### src/rtl/tmr_pkg.sv
package tmr_pkg;

  localparam int PRE_W = 8;  // enough for the largest ratio, 256

  typedef enum logic [1:0] {
    DIV_1   = 2'b00,
    DIV_8   = 2'b01,
    DIV_64  = 2'b10,
    DIV_256 = 2'b11
  } div_sel_e;

  // terminal value of the prescale counter for a given select
  function automatic logic [PRE_W-1:0] div_last(div_sel_e s);
    case (s)
      DIV_8:   div_last = PRE_W'(7);
      DIV_64:  div_last = PRE_W'(63);
      DIV_256: div_last = PRE_W'(255);
      default: div_last = '0;
    endcase
  endfunction

endpackage

### src/rtl/tmr_src.sv
// Source selection: synchronisers, edge detection, gate qualification.
module tmr_src #(
  parameter int SYNC_STAGES = 2
) (
  input  logic clk,
  input  logic rst_n,
  input  logic enable,
  input  logic sel_ext,
  input  logic sel_gate,
  input  logic sel_sync,
  input  logic ext_clk_in,
  input  logic gate_in,
  output logic src_tick,
  output logic gate_fall
);
  localparam int SH_W = SYNC_STAGES + 1;

  logic [SH_W-1:0] ext_sh;
  logic [SH_W-1:0] gate_sh;
  logic            raw_prev;
  logic            ext_rise_sync, ext_rise_raw, ext_tick;
  logic            gate_lvl;

  always_ff @(posedge clk) begin
    if (!rst_n) begin
      ext_sh   <= '0;
      gate_sh  <= '0;
      raw_prev <= 1'b0;
    end else begin
      ext_sh   <= {ext_sh[SH_W-2:0], ext_clk_in};
      gate_sh  <= {gate_sh[SH_W-2:0], gate_in};
      raw_prev <= ext_clk_in;
    end
  end

  // synchronised edge: last sync stage high, history stage low
  assign ext_rise_sync = ext_sh[SYNC_STAGES-1] & ~ext_sh[SYNC_STAGES];
  // raw edge: pin high now, low on the previous edge
  assign ext_rise_raw  = ext_clk_in & ~raw_prev;

  generate
    if (SYNC_STAGES > 0) begin : g_sel
      assign ext_tick = sel_sync ? ext_rise_sync : ext_rise_raw;
    end else begin : g_raw
      assign ext_tick = ext_rise_raw;
    end
  endgenerate

  assign gate_lvl  = gate_sh[SYNC_STAGES-1];
  assign src_tick  = enable & (sel_ext ? ext_tick : (sel_gate ? gate_lvl : 1'b1));
  assign gate_fall = enable & ~sel_ext & sel_gate
                     & gate_sh[SYNC_STAGES] & ~gate_sh[SYNC_STAGES-1];
endmodule

### src/rtl/tmr_prescale.sv
// Divides the source tick by 1, 8, 64 or 256.
module tmr_prescale
  import tmr_pkg::*;
(
  input  logic       clk,
  input  logic       rst_n,
  input  logic       tick_in,
  input  logic       clear,
  input  logic [1:0] div_sel,
  output logic       tick_out
);
  logic [PRE_W-1:0] pcnt;
  logic [1:0]       sel_q;
  logic [PRE_W-1:0] last;
  logic             clr_all;

  assign last     = div_last(div_sel_e'(div_sel));
  assign clr_all  = clear | (div_sel != sel_q);
  assign tick_out = tick_in & ~clr_all & (pcnt == last);

  always_ff @(posedge clk) begin
    if (!rst_n) begin
      pcnt  <= '0;
      sel_q <= 2'b00;
    end else begin
      sel_q <= div_sel;
      if (clr_all)       pcnt <= '0;
      else if (tick_out) pcnt <= '0;
      else if (tick_in)  pcnt <= pcnt + 1'b1;
    end
  end
endmodule

### src/rtl/tmr_count.sv
// Counter, period compare and sticky flag.
module tmr_count #(
  parameter int CNT_W = 16
) (
  input  logic             clk,
  input  logic             rst_n,
  input  logic             adv,
  input  logic             gate_fall,
  input  logic             wr_en,
  input  logic [CNT_W-1:0] wr_data,
  input  logic [CNT_W-1:0] period,
  input  logic             flag_clr,
  output logic [CNT_W-1:0] count,
  output logic             flag
);
  logic at_period, wrap_hit, flag_set;

  assign at_period = (count == period);
  assign wrap_hit  = adv & ~wr_en & at_period;
  assign flag_set  = wrap_hit | gate_fall;

  always_ff @(posedge clk) begin
    if (!rst_n) begin
      count <= '0;
      flag  <= 1'b0;
    end else begin
      if (wr_en)         count <= wr_data;
      else if (wrap_hit) count <= '0;
      else if (adv)      count <= count + 1'b1;

      if (flag_set)      flag <= 1'b1;
      else if (flag_clr) flag <= 1'b0;
    end
  end
endmodule

### src/rtl/prd_timer.sv
module prd_timer #(
  parameter int CNT_W       = 16,
  parameter int SYNC_STAGES = 2
) (
  input  logic             clk,
  input  logic             rst_n,
  input  logic             cfg_enable,
  input  logic             cfg_ext_src,
  input  logic             cfg_gate_mode,
  input  logic             cfg_sync_ext,
  input  logic [1:0]       cfg_div_sel,
  input  logic [CNT_W-1:0] period,
  input  logic             cnt_wr,
  input  logic [CNT_W-1:0] cnt_wdata,
  input  logic             ext_clk_in,
  input  logic             gate_in,
  input  logic             flag_clr,
  output logic [CNT_W-1:0] count,
  output logic             irq_flag
);
  logic src_tick, gate_fall, adv;

  tmr_src #(.SYNC_STAGES(SYNC_STAGES)) u_src (
    .clk(clk), .rst_n(rst_n), .enable(cfg_enable),
    .sel_ext(cfg_ext_src), .sel_gate(cfg_gate_mode), .sel_sync(cfg_sync_ext),
    .ext_clk_in(ext_clk_in), .gate_in(gate_in),
    .src_tick(src_tick), .gate_fall(gate_fall)
  );

  tmr_prescale u_pre (
    .clk(clk), .rst_n(rst_n), .tick_in(src_tick),
    .clear(~cfg_enable | cnt_wr), .div_sel(cfg_div_sel),
    .tick_out(adv)
  );

  tmr_count #(.CNT_W(CNT_W)) u_cnt (
    .clk(clk), .rst_n(rst_n), .adv(adv), .gate_fall(gate_fall),
    .wr_en(cnt_wr), .wr_data(cnt_wdata), .period(period),
    .flag_clr(flag_clr), .count(count), .flag(irq_flag)
  );
endmodule

### config.mk
export PLATFORM = sky130hd
export DESIGN_NAME = prd_timer
export DESIGN_NICKNAME = d
export VERILOG_FILES = /design/src/rtl/tmr_pkg.sv /design/src/rtl/tmr_src.sv /design/src/rtl/tmr_prescale.sv /design/src/rtl/tmr_count.sv /design/src/rtl/prd_timer.sv
export SDC_FILE = /design/constraint.sdc
export NUM_CORES = 1
export LEC_CHECK = 0
export ABC_CLOCK_PERIOD_IN_PS = 2510
export BUFFER_PORTS_ARGS = -buffer_cell sky130_fd_sc_hd__buf_2
export CORE_MARGIN = 3
export CORE_UTILIZATION = 51
export DETAILED_ROUTE_END_ITERATION = 16
export PLACE_DENSITY = 0.86
export SETUP_SLACK_MARGIN = 0.15
export SYNTH_ARGS = -nofsm -noshare
export SYNTH_HDL_FRONTEND = slang
export SYNTH_SLANG_ARGS = --single-unit
### constraint.sdc
create_clock -name clk -period 2.51 [get_ports clk]
set_input_delay 0.1255 -clock clk [delete_from_list [all_inputs] [get_ports clk]]
set_output_delay 0.1255 -clock clk [all_outputs]
set_load 0.005 [all_outputs]
After elaboration in Yosys (flattened, before gate mapping) --
Cells that the tools add are included.
Storage, ports and cells: memory bits (writable) 0, bits in latches 0, bits in read-only memories 0, output and inout port bits 17, bits in registers 34, word-level logic and storage cells 49, input bits 44, memories 0
Cells by class: divide/modulo/power cells 0, eq/ne operators 6, add/subtract/negate cells 2, magnitude comparators 0, multiply operators 0, shifts and indexed selects 0, bitwise gates (word level) 22, reduce and logical (&&, ||, !) cells 3, multiplexer cells 9
Operator list (number):
- $mux 16 | 3
- $pmux 8 s3 | 1
- $add 16x1->16 const B | 1
- $eq 16x16->1 | 1
- $and 1x1->1 | 11
- $add 8x1->8 const B | 1
- $eq 8x8->1 | 1
- $not 1->1 | 8
- $mux 1 | 5
- $eq 2x2->1 const B | 2
- $or 1x1->1 | 3
- $reduce_bool 3->1 | 1
- $reduce_or 3->1 | 1
- $eq 2x1->1 const B | 1
- $ne 2x2->1 | 1
- $reduce_bool 2->1 | 1

Logic depth before layout (Yosys ltp) --
depth after elaboration 11, depth in mapped cells 8, gate-level depth less buffers 7

Modules after synthesis --
Synthesis repeated with hierarchy kept, for this count alone.
Unflattened totals: cells, all modules 219, area total of the unflattened synthesis 1891.8 µm²
By module, submodules not included:
- tmr_count | cells an instance 140, seq. area each 340.3 µm², times used 1, area an instance 1174.9 µm²
- tmr_prescale | cells an instance 60, seq. area each 200.2 µm², times used 1, area an instance 510.5 µm²
- tmr_src | cells an instance 18, seq. area each 120.1 µm², times used 1, area an instance 200.2 µm²
- prd_timer | cells an instance 1, seq. area each 0.0 µm², times used 1, area an instance 6.3 µm²

Worst setup path after synthesis --
Ideal clock, no wire load.
path kind register -> register, start point register u_cnt.count[2], end point register u_cnt.count[5], path buffers 2, required time 2.385 ns, period minus slack after synthesis 1.907 ns, stages on the path, launching flop included 9, arrival time 1.781 ns, slack 0.603 ns, library setup time 0.125 ns, cells stage by stage dfxtp_1 clkbuf_1 xnor2_1 nand4_1 nor4_4 a21oi_2 buf_6 a32oi_1 o21ai_0
On the way: longest elaborated chain between the ends 4, elaborated cells on any way between the ends 7, classes of those cells add/sub: 1; eq/ne: 1; mux: 3; bitwise: 1; reduce/logical: 1
Ends and longest elaborated chain:
- from (decl) | line tmr_count.sv:13 | output logic [CNT_W-1:0] count,
- from (signal assigned) | line tmr_count.sv:27 | if (wr_en) count <= wr_data;
- from (signal assigned) | line tmr_count.sv:29 | else if (adv) count <= count + 1'b1;
- $add 16x1->16 / $eq 16x16->1 (equally long branches) | line tmr_count.sv:29, tmr_count.sv:18
- $mux 16 / $and 1x1->1 (equally long branches) | line tmr_count.sv:29, tmr_count.sv:19
- $mux 16 | line tmr_count.sv:28 | else if (wrap_hit) count <= '0;
- $mux 16 | line tmr_count.sv:27
Parallel ways exist; a longest one is shown, timed or not. The select of a mux whose other input is x is not followed. A chain may end at the register's enable or synchronous reset.

==> metrics.md <==
| Metric | Value |
|---|---|
| Run status | `finished clean` |
| Chip height | `between 60 and 70 um` |
| Width of the die | `about 67 um` |
| Initial core utilization | `55.1%` |
| Later-pin clock latency in the skew report | `0.30 ns` |
| Post-synthesis net count | `roughly 280` |
| Post-detailed-placement half-perimeter wirelength | `3.95 mm` |
| Number of diodes added for antenna fixing | `0` |
| Max Fanout on Critical Path | `11` |
| Vias per cell | `about 5.8` |
| Row cnt | `21` |
| Share of post-route cells with drive strength above 1 | `between 20% and 30%` |
| Worst-case reg-to-reg path depth | `7` |
| Unrepaired setup endpoints after global routing | `false` |
| Post-Route Setup TNS | `0 ns` |
| Flip-flop and latch count after synthesis | `33` |
| Rel. slew slack | `62.1%` |
| Worst endpoint data arrival time | `roughly 2.4 ns` |
| Final period utilization | `a little under nine tenths` |
| Synth warnings | `0` |
| Largest net degree at the start of global routing | `22` |
| Overall Global Routing Usage | `about a quarter` |
| Maximum clock skew at final layout | `0.00854 ns` |
| Required time at the endpoint of the critical path | `between 2 and 3 ns` |
| Class of the tightest hold or removal check | `input port to register` |
| Fin crit period | `approximately 2.2 ns` |
| Fin. Hold Viols | `0` |
| Max stage delay on crit path | `around 0.46 ns` |
| Reg-to-reg critical path startpoint | `u_src.ext_sh[0]` |
| Setup violation total in the final timing report | `0` |
| Total die area | `4550 sq um` |
| Synth Flop Type | `sky130_fd_sc_hd__dfxtp_1` |
| Layout Nets | `approximately 350` |
| Post-synthesis area per instance | `8.33 sq um` |
| Total number of H-tree levels | `2` |
| Slew Limit Fails | `0` |
| VDD IR-drop max | `between 0.4 and 0.5 mV` |
| Area added between synthesis and finish | `26.3%` |
| # Post-CTS Setup Buffers | `0` |
| Placeable core region | `approximately 3500 sq um` |
| Via count of the first global-routing pass | `1871` |
| Sequential share of the synthesized area | `between 30% and 40%` |
| Critical path's top delay family | `compound AO/OA/AOI/OAI gates` |
| Crit. End Element | `register` |
| Clock tree root buffer cell | `sky130_fd_sc_hd__clkbuf_8` |
| Post-Place Setup Slack | `between 0.3 and 0.4 ns` |
| Non-filler instance count after layout | `348` |
| Async S/R FF share, synth | `0%` |
| Power density cells | `around 530 nW/um^2` |
| Slew @ Worst Pin | `approximately 0.56 ns` |
| Num ports | `61` |
| Synth Instances | `231` |
| Fmax | `462 MHz` |
| Wire length per cell | `roughly 15 um` |
| Clock Tree Buf Depth | `2` |
| Hold slack | `approximately 0.023 ns` |
| Finished Core Util | `a little over two thirds` |
| Residual DRC | `0` |
| Worst setup slack for register-to-register paths | `roughly 0.35 ns` |
| Synthesized area | `between 1500 and 2000 sq um` |
| Unique cell type count in the Yosys netlist | `46` |
| Cells traversed along the worst timing path | `or3b_4, a311oi_4, nand4b_4, a21oi_2, buf_4, a31oi_1, a21oi_1` |
| Reg-to-Reg End | `u_cnt.count[9]` |
| Max-Cap Viols | `0` |
| Bufs and invs on worst path | `1` |
| Start-to-end type of the worst setup path | `register to register` |
| # port buffers | `60` |
| Startpoint of the most critical hold path | `cnt_wdata[7]` |
| Remaining antenna violation count after routing | `0` |
| Wire length of the first global-routing pass | `around 8.4 mm` |
| DRC marker count from the first detailed-route iteration | `111` |
| Clock slew at reported path FFs | `around 0.07 ns` |
| Total CTS buffers | `5` |
| Hold-fix buffer count after cts | `0` |
| Congestion Overflow GR | `0` |
| Total of cells resized after clock tree synthesis | `0` |
| Hold Path Depth | `3` |
| Slowest-stage cell, CP | `sky130_fd_sc_hd__a311oi_4` |
| Total length of routed wires | `between 5 and 6 mm` |
| Stages on worst setup path | `7` |
| Static power due to leakage | `between 1 and 1.5 nW` |
| Worst Hold Path EP | `u_cnt.count[7]` |
| Post-placement cell count | `340` |
| Number of antenna violations at the first check in global routing | `0` |
| Clock Sinks | `33` |
| Number of flops mapped to enable cells by yosys | `0` |
| Launching element of the worst setup path | `u_src.ext_sh[0]` |
| Weighted congestion at the end of routability-driven global placement | `approximately 0.95` |
| Final worst setup slack | `approximately 0.35 ns` |
| TritonCTS clock tree | `built` |
| Crit start category | `register` |
| Drt first pass iters | `4` |
| Via total after detailed routing | `roughly 2.0k` |
## Yosys cell counts (3+ instances only)
| cell type | number | share of area (%) |
|---|---|---|
| sky130_fd_sc_hd__a32oi_1 | 3 | 1.4 |
| sky130_fd_sc_hd__nand3_1 | 8 | 2.1 |
| sky130_fd_sc_hd__o21ai_0 | 18 | 4.7 |
| sky130_fd_sc_hd__nor4_1 | 4 | 1.3 |
| sky130_fd_sc_hd__inv_1 | 10 | 2.0 |
| sky130_fd_sc_hd__a21oi_1 | 18 | 4.7 |
| sky130_fd_sc_hd__nor2_1 | 14 | 2.7 |
| sky130_fd_sc_hd__nand2_1 | 21 | 4.1 |
| sky130_fd_sc_hd__xnor2_1 | 21 | 9.6 |
| sky130_fd_sc_hd__and2_1 | 9 | 2.9 |
| sky130_fd_sc_hd__a22oi_1 | 4 | 1.6 |
| sky130_fd_sc_hd__clkbuf_1 | 5 | 0.98 |
| sky130_fd_sc_hd__nand4_1 | 7 | 2.3 |
| sky130_fd_sc_hd__xor2_1 | 6 | 2.7 |
| sky130_fd_sc_hd__and3_1 | 3 | 0.98 |
| sky130_fd_sc_hd__dfxtp_1 | 33 | 34 |
| sky130_fd_sc_hd__buf_6 | 3 | 1.8 |
| sky130_fd_sc_hd__nor3_1 | 7 | 1.8 |
## kinds of logic after synthesis
family / Yosys count / synth area share (%)
adder cells (fa/ha/maj): 2 / 1.30
multiplexers: 2 / 1.04
flip-flops: 33 / 34.3
buffers and inverters: 19 / 4.94
AO/OA/AOI/OAI: 62 / 20.9
AND/OR/NAND/NOR: 86 / 25.2
XOR/XNOR: 27 / 12.3
## report_power, final
group | leakage, nW | internal [mW] | switching (mW)
registers | 0.271 | 0.546 | 0.0212
clock network | 0.0585 | 0.324 | 0.201
logic | 0.697 | 0.0992 | 0.0980
## layout by cell type, fill, tap and decap left out, drive strengths merged, types with 2 or more instances in the layout
| cell | instances |
|---|---|
| a21boi | 3 |
| a21o | 2 |
| a21oi | 19 |
| a22oi | 4 |
| a31oi | 2 |
| a32oi | 3 |
| a41oi | 2 |
| and2 | 11 |
| and3 | 4 |
| and4 | 2 |
| buf | 72 |
| clkbuf | 7 |
| dfxtp | 33 |
| ha | 2 |
| inv | 10 |
| mux2i | 2 |
| nand2 | 21 |
| nand3 | 8 |
| nand4 | 7 |
| nor2 | 14 |
| nor3 | 8 |
| nor4 | 5 |
| o21ai | 19 |
| o31ai | 2 |
| xnor2 | 21 |
| xor2 | 6 |
## layer usage
metal  up-vias  share of wire, %  track usage [%]
li1        967                 -                -
met5         -                 0                0
met2       118                48             42.7
met3         9               9.9             7.15
met4         0               1.3             7.59
met1       908                41             29.5
## state kept, by name, indices dropped and copies added, names as in the netlist
| register | cells |
|---|---|
| u_cnt.count | 16 |
| u_pre.pcnt | 8 |
| u_src.ext_sh | 3 |
| u_src.gate_sh | 3 |
| u_pre.sel_q | 2 |
| u_cnt.flag | 1 |
## cell type report
type | instances | area (sq um)
repair buffers | 72 | 390
fillers | 296 | 1060
inverters | 10 | 37.5
well taps | 46 | 57.6
multi-input cells | 179 | 1170
clock inverters | 1 | 30.0
flip-flops and latches | 33 | 661
clock buffers | 7 | 86.3
## metrics by stage
stage | total power, mW | area (sq um)
global route | 1.35 | 2430
CTS | 1.30 | 2430
global placement | 0.770 | 2310
finish | 1.29 | 2430
detailed placement | 0.775 | 2310
floorplan | 0.682 | 1920
## worst max path at each step
stage,to
2_1_floorplan,u_cnt.count[5]
3_3_place_gp,u_cnt.count[1]
3_5_place_dp,u_cnt.count[9]
4_1_cts,u_cnt.count[9]
5_1_grt,u_cnt.count[13]
6_report,u_cnt.count[9]
## worst reg2reg max path, stage by stage, from the launching register on
cell and delay [ns]:
sky130_fd_sc_hd__dfxtp_1 0.31, sky130_fd_sc_hd__or3b_4 0.40, sky130_fd_sc_hd__a311oi_4 0.46, sky130_fd_sc_hd__nand4b_4 0.24
sky130_fd_sc_hd__a21oi_2 0.22, sky130_fd_sc_hd__buf_4 0.22, sky130_fd_sc_hd__a31oi_1 0.10, sky130_fd_sc_hd__a21oi_1 0.15
Note: power is estimated with default switching activity, not from simulation.
